[config.mk]
export PLATFORM = sky130hd
export DESIGN_NAME = hsRuleEngine
export DESIGN_NICKNAME = d
export VERILOG_FILES = /design/src/rtl/hsRulePkg.sv /design/src/rtl/hsRuleCtrl.sv /design/src/rtl/hsRuleDatapath.sv /design/src/rtl/hsRuleEngine.sv
export SDC_FILE = /design/constraint.sdc
export NUM_CORES = 1
export LEC_CHECK = 0
export CAP_MARGIN = 0
export CELL_PAD_IN_SITES_DETAIL_PLACEMENT = 1
export CELL_PAD_IN_SITES_GLOBAL_PLACEMENT = 1
export CORE_UTILIZATION = 33
export CTS_BUF_LIST = sky130_fd_sc_hd__clkbuf_16
export CTS_CLUSTER_SIZE = 12
export DETAILED_ROUTE_END_ITERATION = 8
export PLACE_DENSITY_LB_ADDON = 0.1
export SYNTH_ARGS = -nofsm -noshare
export SYNTH_HDL_FRONTEND = slang
export SYNTH_SLANG_ARGS = --single-unit
[constraint.sdc]
create_clock -name clk -period 3.8 [get_ports clk]
set_input_delay 1.14 -clock clk [delete_from_list [all_inputs] [get_ports clk]]
set_output_delay 1.14 -clock clk [all_outputs]
set_load 0.01 [all_outputs]
[src/rtl/hsRulePkg.sv]
package hsRulePkg;

  // strobes from control to datapath, one per loadable source of the output register
  typedef struct packed {
    logic loadSum;
    logic loadPass;
  } dpStrobe_t;

endpackage

[src/rtl/hsRuleCtrl.sv]
module hsRuleCtrl
  import hsRulePkg::*;
#(
  parameter bit PRIORITY_MODE = 1'b1,
  parameter bit FLAG_INIT     = 1'b0
) (
  input  logic      clk,
  input  logic      rstN,
  input  logic      aReq,
  input  logic      bReq,
  input  logic      yAckIn,
  input  logic      passNonZero,
  output logic      aAckQ,
  output logic      bAckQ,
  output logic      yReqQ,
  output dpStrobe_t strobe
);

  localparam int NUM_RULES = 2;
  localparam int RULE_SUM  = 0;
  localparam int RULE_PASS = 1;

  logic flagQ;
  logic aReady, bReady, yFree;
  logic passOutCond, passOutOk;
  logic [NUM_RULES-1:0] ruleGo;
  logic [NUM_RULES-1:0] ruleFire;

  // channel readiness
  assign aReady = aReq && !aAckQ;
  assign bReady = bReq && !bAckQ;
  assign yFree  = !yReqQ && !yAckIn;

  // conditional trigger: output port only matters for a nonzero pass word
  assign passOutCond = passNonZero;
  assign passOutOk   = passOutCond ? yFree : 1'b1;

  assign ruleGo[RULE_SUM]  = aReady && bReady && yFree && !flagQ;
  assign ruleGo[RULE_PASS] = aReady && passOutOk && flagQ;

  generate
    if (PRIORITY_MODE) begin : gPriority
      always_comb begin
        ruleFire = '0;
        for (int r = 0; r < NUM_RULES; r++) begin
          if (ruleGo[r] && (ruleFire == '0)) ruleFire[r] = 1'b1;
        end
      end
    end else begin : gParallel
      assign ruleFire = ruleGo;
    end
  endgenerate

  assign strobe.loadSum  = ruleFire[RULE_SUM];
  assign strobe.loadPass = ruleFire[RULE_PASS] && passOutCond;

  // return-to-zero first, rule actions afterwards so they win
  always_ff @(posedge clk) begin
    if (!rstN) begin
      aAckQ <= 1'b1;
      bAckQ <= 1'b1;
      yReqQ <= 1'b0;
      flagQ <= FLAG_INIT;
    end else begin
      if (!aReq && aAckQ) aAckQ <= 1'b0;
      if (!bReq && bAckQ) bAckQ <= 1'b0;
      if (yReqQ && yAckIn) yReqQ <= 1'b0;
      if (ruleFire[RULE_SUM]) begin
        aAckQ <= 1'b1;
        bAckQ <= 1'b1;
        yReqQ <= 1'b1;
        flagQ <= 1'b1;
      end
      if (ruleFire[RULE_PASS]) begin
        aAckQ <= 1'b1;
        if (passOutCond) yReqQ <= 1'b1;
        flagQ <= 1'b0;
      end
    end
  end

  AST_A_ACK_RISE_NEEDS_REQ: assert property (@(posedge clk) disable iff (!rstN)
    $rose(aAckQ) |-> $past(aReq));
  AST_B_ACK_RISE_NEEDS_REQ: assert property (@(posedge clk) disable iff (!rstN)
    $rose(bAckQ) |-> $past(bReq));
  AST_REQ_HELD_UNTIL_ACK: assert property (@(posedge clk) disable iff (!rstN)
    (yReqQ && !yAckIn) |=> yReqQ);
  AST_SUM_FILLS_FLAG: assert property (@(posedge clk) disable iff (!rstN)
    ruleFire[RULE_SUM] |=> (flagQ && aAckQ && bAckQ && yReqQ));
  AST_PASS_SPARES_B: assert property (@(posedge clk) disable iff (!rstN)
    ruleFire[RULE_PASS] |=> (!flagQ && aAckQ && !$rose(bAckQ)));
  AST_ZERO_PASS_NO_SEND: assert property (@(posedge clk) disable iff (!rstN)
    (ruleFire[RULE_PASS] && !passOutCond && !yReqQ) |=> !yReqQ);
  AST_ONE_RULE: assert property (@(posedge clk) disable iff (!rstN)
    PRIORITY_MODE |-> $onehot0(ruleFire));

endmodule

[src/rtl/hsRuleDatapath.sv]
module hsRuleDatapath
  import hsRulePkg::*;
#(
  parameter int WIDTH      = 16,
  parameter bit CLEAR_DATA = 1'b1
) (
  input  logic             clk,
  input  logic             rstN,
  input  dpStrobe_t        strobe,
  input  logic [WIDTH-1:0] aData,
  input  logic [WIDTH-1:0] bData,
  output logic [WIDTH-1:0] yDataQ,
  output logic             passNonZero
);

  localparam int SUM_W = WIDTH + 1;

  logic [SUM_W-1:0] sumFull;
  logic [WIDTH-1:0] nextData;

  assign sumFull     = {1'b0, aData} + {1'b0, bData};
  assign passNonZero = (aData != '0);

  always_comb begin
    nextData = yDataQ;
    if (strobe.loadSum)       nextData = sumFull[WIDTH-1:0];
    else if (strobe.loadPass) nextData = aData;
  end

  generate
    if (CLEAR_DATA) begin : gClear
      always_ff @(posedge clk) begin
        if (!rstN) yDataQ <= '0;
        else       yDataQ <= nextData;
      end
    end else begin : gKeep
      always_ff @(posedge clk) yDataQ <= nextData;
    end
  endgenerate

  AST_ONE_LOAD: assert property (@(posedge clk) disable iff (!rstN)
    !(strobe.loadSum && strobe.loadPass));

endmodule

[src/rtl/hsRuleEngine.sv]
module hsRuleEngine
  import hsRulePkg::*;
#(
  parameter int WIDTH         = 16,
  parameter bit PRIORITY_MODE = 1'b1,
  parameter bit FLAG_INIT     = 1'b0,
  parameter bit CLEAR_DATA    = 1'b1
) (
  input  logic             clk,
  input  logic             rstN,
  input  logic             aReq,
  output logic             aAck,
  input  logic [WIDTH-1:0] aData,
  input  logic             bReq,
  output logic             bAck,
  input  logic [WIDTH-1:0] bData,
  output logic             yReq,
  input  logic             yAck,
  output logic [WIDTH-1:0] yData
);

  dpStrobe_t strobe;
  logic      passNonZero;

  hsRuleCtrl #(
    .PRIORITY_MODE(PRIORITY_MODE),
    .FLAG_INIT    (FLAG_INIT)
  ) uCtrl (
    .clk        (clk),
    .rstN       (rstN),
    .aReq       (aReq),
    .bReq       (bReq),
    .yAckIn     (yAck),
    .passNonZero(passNonZero),
    .aAckQ      (aAck),
    .bAckQ      (bAck),
    .yReqQ      (yReq),
    .strobe     (strobe)
  );

  hsRuleDatapath #(
    .WIDTH     (WIDTH),
    .CLEAR_DATA(CLEAR_DATA)
  ) uDp (
    .clk        (clk),
    .rstN       (rstN),
    .strobe     (strobe),
    .aData      (aData),
    .bData      (bData),
    .yDataQ     (yData),
    .passNonZero(passNonZero)
  );

  AST_DATA_STABLE: assert property (@(posedge clk) disable iff (!rstN)
    (yReq && $past(yReq) && $past(rstN)) |-> $stable(yData));

endmodule

* After elaboration in Yosys (flattened, before gate mapping)
Cells that the tools add are included.
** Word-level totals
- Bits in registers :: 20
** Operators by class
- Add/subtract/negate cells :: 1
- Bitwise operators :: 2
- Multiplexer cells :: 9
- Reductions and logical operators :: 25
** Operators with widths (number)
- $mux 16 :: 2
- $add 16x16->16 :: 1
- $reduce_bool 16->1 :: 1
- $logic_and 1x1->1 :: 13
- $logic_not 1->1 :: 7
- $mux 1 :: 7
- $reduce_or 2->1 :: 2
- $reduce_or 3->1 :: 1
- $not 1->1 :: 2
- $reduce_bool 2->1 :: 1

* Depth between registers and ports, before layout
Gate-level depths: netlist of the first run.
- Word-level depth :: 12
- Depth in mapped cells :: 8
- Gate-level depth less buffers :: 8

* Modules after synthesis
Synthesis of the first run repeated with hierarchy kept, for this count alone.
** Second synthesis, totals
- Cells, all modules :: 226
- Area, all modules :: 1794.2 um^2
** Modules (own cells, without submodules)
- hsRuleDatapath :: area each 1602.8 um^2, cells an instance 204, times used 1
- hsRuleCtrl :: area each 191.4 um^2, cells an instance 22, times used 1

* Worst setup path after synthesis of the first run
No wires, ideal clock.
- Path type :: input -> register
- From :: input aData[0]
- To :: register uDp.yDataQ[14]
- Data arrival time :: 2.980 ns
- Data required time :: 3.680 ns
- Path buffers :: 0
- Cell stages on the path :: 8
- Path slack :: 0.700 ns
- Path through :: ha_1 fa_1 a211oi_1 o21bai_1 o22ai_2 a21oi_1 o2111a_1 a211o_1
** On the way
- Longest elaborated chain between the ends :: 8
- Elaborated cells between the ends (all ways) :: 10
- Classes of those cells :: add/sub: 1; mux: 3; reduce/logical: 6
** RTL lines
- from (decl) :: RTL line hsRuleEngine.sv:13 : input logic [WIDTH-1:0] aData,
- branches (longest 8 deep; another with $add 16x16->16)
- to (signal assigned) :: RTL line hsRuleDatapath.sv:34 : else yDataQ <= nextData;
- to (decl) :: RTL line hsRuleDatapath.sv:12 : output logic [WIDTH-1:0] yDataQ,
Parallel ways; which one is timed is not known.
A chain may end at the register's enable or synchronous reset.

* Worst setup path in the final report of the first run
Ends and elaborated chain as after synthesis.

==> impl_metrics.py, run 1 <==
metrics = {
    "run_status": {
        "status": "completed",
    },
    "global_routing": {
        "grt_use_met3_pct": 2.36,
        "gr-total-overflow": 0,
        "grt_pass1_wl_um": 8580,
        "grt_usage_pct": 21.2,
        "top_usage_layer": "met2",
        "use_met2_pct": 37.7,
        "grt_max_degree": 21,
        "use_met1_pct": 27.3,
        "antenna_found_initial": 0,
        "grt_pass1_vias": 1757,
    },
    "die": {
        "io_pins": 56,
        "num_rows": 25,
        "die_h_um": 72.2,
        "dieArea_mm2": 0.00521,
        "fp.dieW_um": 72.2,
        "coreArea_mm2": 0.00472,
        "initial_core_util_pct": 34.4,
    },
    "synthesis": {
        "ys_seq_area_share_pct": 24.6,
        "yosysTopAreaCellShare_pct": 24.6,
        "synth_cell_type_count": 54,
        "ys.flop_type": "dfxtp_1",
        "yosysTopAreaCell": "dfxtp_1",
        "synth_warnings": 0,
        "synth_seq_cells": 20,
        "synth_area_mm2": 0.00163,
        "netlist_instances": 192,
        "avgSynthCellArea_um2": 8.47,
        "synthesis.nets": 245,
        "synth_edf_count": 0,
        "synth_top_cells_by_count": "a21oi_1 (20), dfxtp_1 (20), ha_1 (15), nand2_1 (13)",
        "synth_area_leaders": "dfxtp_1 (25%), ha_1 (12%), a21oi_1 (6.2%), a21o_1 (4.2%), a22oi_1 (4.2%)",
        "synthArstFlopShare_pct": 0,
    },
    "sta": {
        "rsz0062_at_grt": "false",
        "relSlewSlack_pct": 66.6,
        "final_hold_viol_count": 0,
        "setup_slack_ns": 0.286,
        "finalSetupViolCount": 0,
        "fin_crit_sh_pct": 92.5,
        "slew_violations": 0,
        "fin_skew_ns": 0.00146,
        "fin_crit_ns": 3.51,
        "tns_ns": 0,
        "max_freq_mhz": 285,
        "worstMarginPinSlew_ns": 0.497,
    },
    "worst_setup_path": {
        "critPathMaxFanout": 4,
        "worst_ep_arrival_time_ns": 3.66,
        "end_kind": "flop",
        "required_ns": 3.94,
        "worst-r2r-setup-slack_ns": 1.61,
        "crit_start": "aData[0]",
        "regToRegStartpoint": "uCtrl.aAckQ",
        "crit_type": "primary input to flop",
        "startpoint_type": "primary input",
    },
    "clock_network": {
        "post_cts_buffers": 0,
        "post_cts_resized": 0,
        "htreeDepth": 1,
        "cts_hold_buf": 0,
        "cts_root_buffer": "clkbuf_16",
        "cts_tree": "built",
        "clock-sinks": 20,
        "clk_path_buf_depth": 2,
        "clkTransAtPathRegs_ns": 0.06,
        "numCtsBuffers": 3,
        "clock_latency_ns": 0.25,
    },
    "detailed_routing": {
        "vias": 1686,
        "antenna_left": 0,
        "drt_iter0_drc": 99,
        "drtPass1Iterations": 4,
        "viasPerCell": 5.32,
        "wirelength_um": 5070,
        "drc": 0,
        "routedWlPerCell_um": 16.0,
    },
    "power_and_ir_drop": {
        "p_per_area_mw_per_mm2": 300,
        "ir_worst_vdd_mv": 0.147,
        "power_leakage_nw": 0.931,
    },
    "placed_design": {
        "place_worst_setup_slack_ns": 0.0679,
        "gp_congestion": 0.828,
        "place.detailed.hpwl_um": 3960,
        "port_buffers": 55,
    },
    "final_layout": {
        "fill_cells": 572,
        "area_delta_synth_final_pct": 45.2,
        "drive_gt1_share_pct": 9.20,
        "nets": 304,
        "antennaDiodeCount": 0,
    },
    "job": {
        "drv_cap": 0,
    },
    "min_path": {
        "hp-class": "flop to flop",
        "worstHoldStart": "uDp.yDataQ[3]",
    },
}
-- power by group --
part           internal, mW  switching, mW
clock                 0.209         0.0879
combinational        0.0995         0.0951
sequential            0.213        0.00268
total                 0.522          0.186
-- per-stage QoR --
| stage | total power [mW] | utilization, % | hold WS [ns] | instances | cell area, um2 |
|---|---|---|---|---|---|
| final | 0.708 | 50.0 | 0.456 | 317 | 2360 |
| after global routing | 0.741 | 50.0 | 0.487 | 317 | 2360 |
| after CTS | 0.714 | 50.0 | 0.465 | 317 | 2360 |
| after detailed placement | 0.415 | 47.7 | 0.456 | 313 | 2250 |
| after global placement | 0.414 | 47.7 | 0.444 | 313 | 2250 |
| after floorplan | 0.334 | - | 0.476 | 192 | 1630 |
-- placed cells by master (no fill, tap or decap), types with 2 or more instances in the layout --
cell / n
a211o_1: 2
a211oi_1: 4
a21o_1: 9
a21oi_1: 20
a21oi_2: 2
a221oi_1: 2
a22o_1: 2
a22oi_1: 9
and3_1: 4
buf_4: 6
clkbuf_16: 3
clkdlybuf4s50_1: 55
dfxtp_1: 20
ha_1: 15
inv_1: 4
nand2_1: 13
nand2b_1: 2
nand3_1: 8
nand3b_1: 2
nand4_1: 3
nor2_1: 9
nor3_1: 5
nor4_1: 4
nor4b_2: 2
o21a_1: 2
o21ai_0: 8
o21bai_1: 3
o22ai_1: 2
xnor2_1: 3
xor2_1: 4
-- state kept, by name, indices dropped and copies added (netlist names) --
register	flops
uCtrl.aAckQ	1
uCtrl.flagQ	1
uCtrl.bAckQ	1
uDp.yDataQ	16
uCtrl.yReqQ	1
-- kinds of logic after synthesis --
group / after synthesis / share of synthesized area (%)
compound gates: 77 / 33.6
simple gates: 59 / 20.4
flops: 20 / 24.6
fa+ha+maj: 16 / 12.8
buf+inv: 12 / 4.23
xor+xnor: 7 / 3.77
mux: 1 / 0.616
-- final cells by class --
cell class                 instances  area [um2]  share of cell area [%]
multi-input combinational        160        1160                    49.0
timing repair buffer              61         596                    25.2
sequential                        20         400                    17.0
tap                               67        83.8                    3.55
clock buffer                       3        75.1                    3.18
clock inverter                     1        30.0                    1.27
inverter                           5        18.8                   0.795
-- path summary, 6_finish.rpt --
| check | depth (start not counted) | end |
|---|---|---|
| setup / recovery | 9 | uDp.yDataQ[14] |
| hold / removal | 2 | uDp.yDataQ[3] |
| setup reg to reg | 6 | uDp.yDataQ[12] |
| hold reg to reg | 2 | uDp.yDataQ[3] |
-- routing by layer --
| metal | part of all wire [%] | up-vias |
|---|---|---|
| li1 | - | 857 |
| met1 | 47 | 777 |
| met2 | 47 | 46 |
| met3 | 4.0 | 6 |
| met4 | 1.2 | 0 |
| met5 | 0 | - |
-- worst max-delay path, stage by stage --
cell and delay (ns):
clkdlybuf4s50_1 0.44, ha_1 0.24, fa_1 0.40, a211oi_1 0.33
o21bai_1 0.17, o22ai_2 0.28, a21oi_1 0.14, o2111a_1 0.26
a211o_1 0.26
Power figures use the tool's default switching activity.
==> run 2: changes to the inputs <==
PLACE_DENSITY_LB_ADDON = 0.25   (was 0.1)
==> run 2 against run 1 <==
Net effect: setup slack got worse by 0.014 ns; maximum frequency decreased by 0.41%; first-iteration DRC count decreased by 48%; sequential share of layout area increased by 0.22 points; cell area decreased by 1.3%; combinational power about the same; cell count decreased by 0.32%; sequential power about the same; largest cell class unchanged; highest routed layer unchanged.
==> impl_metrics.py, run 2 (same netlist as run 1, synthesis figures left out) <==
metrics = {
    "clock_network": {
        "clk_path_buf_depth": 2,
        "cts_hold_buf": 0,
        "cts_root_buffer": "clkbuf_16",
        "cts_tree": "built",
        "numCtsBuffers": 3,
        "post_cts_buffers": 0,
        "clock_latency_ns": 0.25,
        "clock-sinks": 20,
        "post_cts_resized": 0,
        "htreeDepth": 1,
        "clkTransAtPathRegs_ns": 0.06,
    },
    "detailed_routing": {
        "drc": 0,
        "routedWlPerCell_um": 16.4,
        "antenna_left": 0,
        "drt_iter0_drc": 51,
        "drtPass1Iterations": 4,
        "wirelength_um": 5170,
        "viasPerCell": 5.47,
        "vias": 1730,
    },
    "die": {
        "fp.dieW_um": 72.2,
        "initial_core_util_pct": 34.4,
        "io_pins": 56,
        "die_h_um": 72.2,
        "num_rows": 25,
        "dieArea_mm2": 0.00521,
        "coreArea_mm2": 0.00472,
    },
    "sta": {
        "tns_ns": 0,
        "fin_crit_ns": 3.53,
        "worstMarginPinSlew_ns": 0.528,
        "fin_crit_sh_pct": 92.8,
        "rsz0062_at_grt": "false",
        "final_hold_viol_count": 0,
        "fin_skew_ns": 0.00706,
        "slew_violations": 0,
        "max_freq_mhz": 283,
        "relSlewSlack_pct": 64.4,
        "finalSetupViolCount": 0,
    },
    "worst_setup_path": {
        "critical_path_buf_inv_count": 1,
        "critPathSlowestCell": "clkdlybuf4s50_1",
        "end_kind": "flop",
        "required_ns": 3.95,
        "crit_type": "primary input to flop",
        "worst_ep_arrival_time_ns": 3.67,
        "critPathMaxFanout": 4,
        "startpoint_type": "primary input",
        "path_delay_family": "compound AO/OA/AOI/OAI gates",
        "worstPathCellList": "clkdlybuf4s50_1 -> ha_1 -> fa_1 -> a211oi_1 -> o21bai_1 -> o22ai_2 -> a21oi_1 -> o2111a_1 -> a211o_1",
        "cpPeakStageDelay_ns": 0.44,
    },
    "final_layout": {
        "layout_commonest_cell": "clkdlybuf4s50_1",
        "antennaDiodeCount": 0,
        "nets": 304,
        "drive_gt1_share_pct": 8.84,
        "final_cell_mix": "clkdlybuf4s50_1 (55), a21oi_1 (20), dfxtp_1 (20)",
        "top_register": "uDp.yDataQ",
        "area_delta_synth_final_pct": 43.3,
        "largest_register_ffs": 16,
    },
    "min_path": {
        "hp-class": "flop to flop",
    },
    "run_status": {
        "status": "completed",
    },
    "global_routing": {
        "grt_pass1_vias": 1751,
        "grt_max_degree": 21,
        "grt_pass1_wl_um": 8290,
        "grt_usage_pct": 20.4,
        "gr-total-overflow": 0,
        "antenna_found_initial": 0,
    },
    "power_and_ir_drop": {
        "finalPower_uw": 631,
        "power_leakage_nw": 0.917,
        "p_per_area_mw_per_mm2": 271,
        "ir_worst_vdd_mv": 0.144,
    },
    "placed_design": {
        "port_buffers": 55,
        "gp_congestion": 0.820,
        "place.detailed.hpwl_um": 4130,
    },
    "job": {
        "drv_cap": 0,
    },
}
-- run 2: cell types whose count changed in the layout (fill, tap and decap cells not counted) --
cell,previous run,this run
bufinv_16,1,0
-- run 2: path summary, 6_finish.rpt --
kind	startpoint	to	slack [ns]	cells past startpoint
hold / removal	uDp.yDataQ[3]	uDp.yDataQ[3]	0.45	2
setup / recovery	aData[0]	uDp.yDataQ[14]	0.27	9
hold reg to reg	uDp.yDataQ[3]	uDp.yDataQ[3]	0.45	2
setup reg to reg	uCtrl.aAckQ	uDp.yDataQ[12]	1.62	6
-- run 2: layout make-up --
type                    instances  area (um2)
fillers                       564        2390
multi-input cells             160        1160
repair buffers                 61         596
flip-flops and latches         20         400
well taps                      67        83.8
clock buffers                   3        75.1
inverters                       5        18.8
-- run 2: worst register-to-register path, delay by kind of cell (launching register included) --
| kind | cells | cell delay, ns |
|---|---|---|
| compound gates | 2 | 0.53 |
| flops | 1 | 0.33 |
| buf+inv | 1 | 0.21 |
| simple gates | 3 | 1.01 |
-- run 2: power breakdown --
group	internal [mW]	switching, mW
registers	0.213	0.00270
clock network	0.139	0.0792
logic	0.0997	0.0975
total	0.452	0.179
-- run 2: through the flow --
stage          worst slack [ns]  utilization (%)  hold slack [ns]  area, um2  cells
4_1_cts                   0.268             49.3            0.460       2330    316
5_1_grt                   0.142             49.3            0.493       2330    316
3_3_place_gp             0.0989             47.7            0.446       2250    313
2_1_floorplan             0.700                -            0.476       1630    192
3_5_place_dp             0.0225             47.7            0.452       2250    313
6_report                  0.272             49.3            0.455       2330    316
-- run 2: routing by layer --
metal	GRT usage [%]	vias to the layer above	part of all wire, %
met3	2.50	4	3.0
met5	0	-	0
met4	4.79	0	0.66
li1	-	862	-
met2	35.2	40	47
met1	27.2	824	49
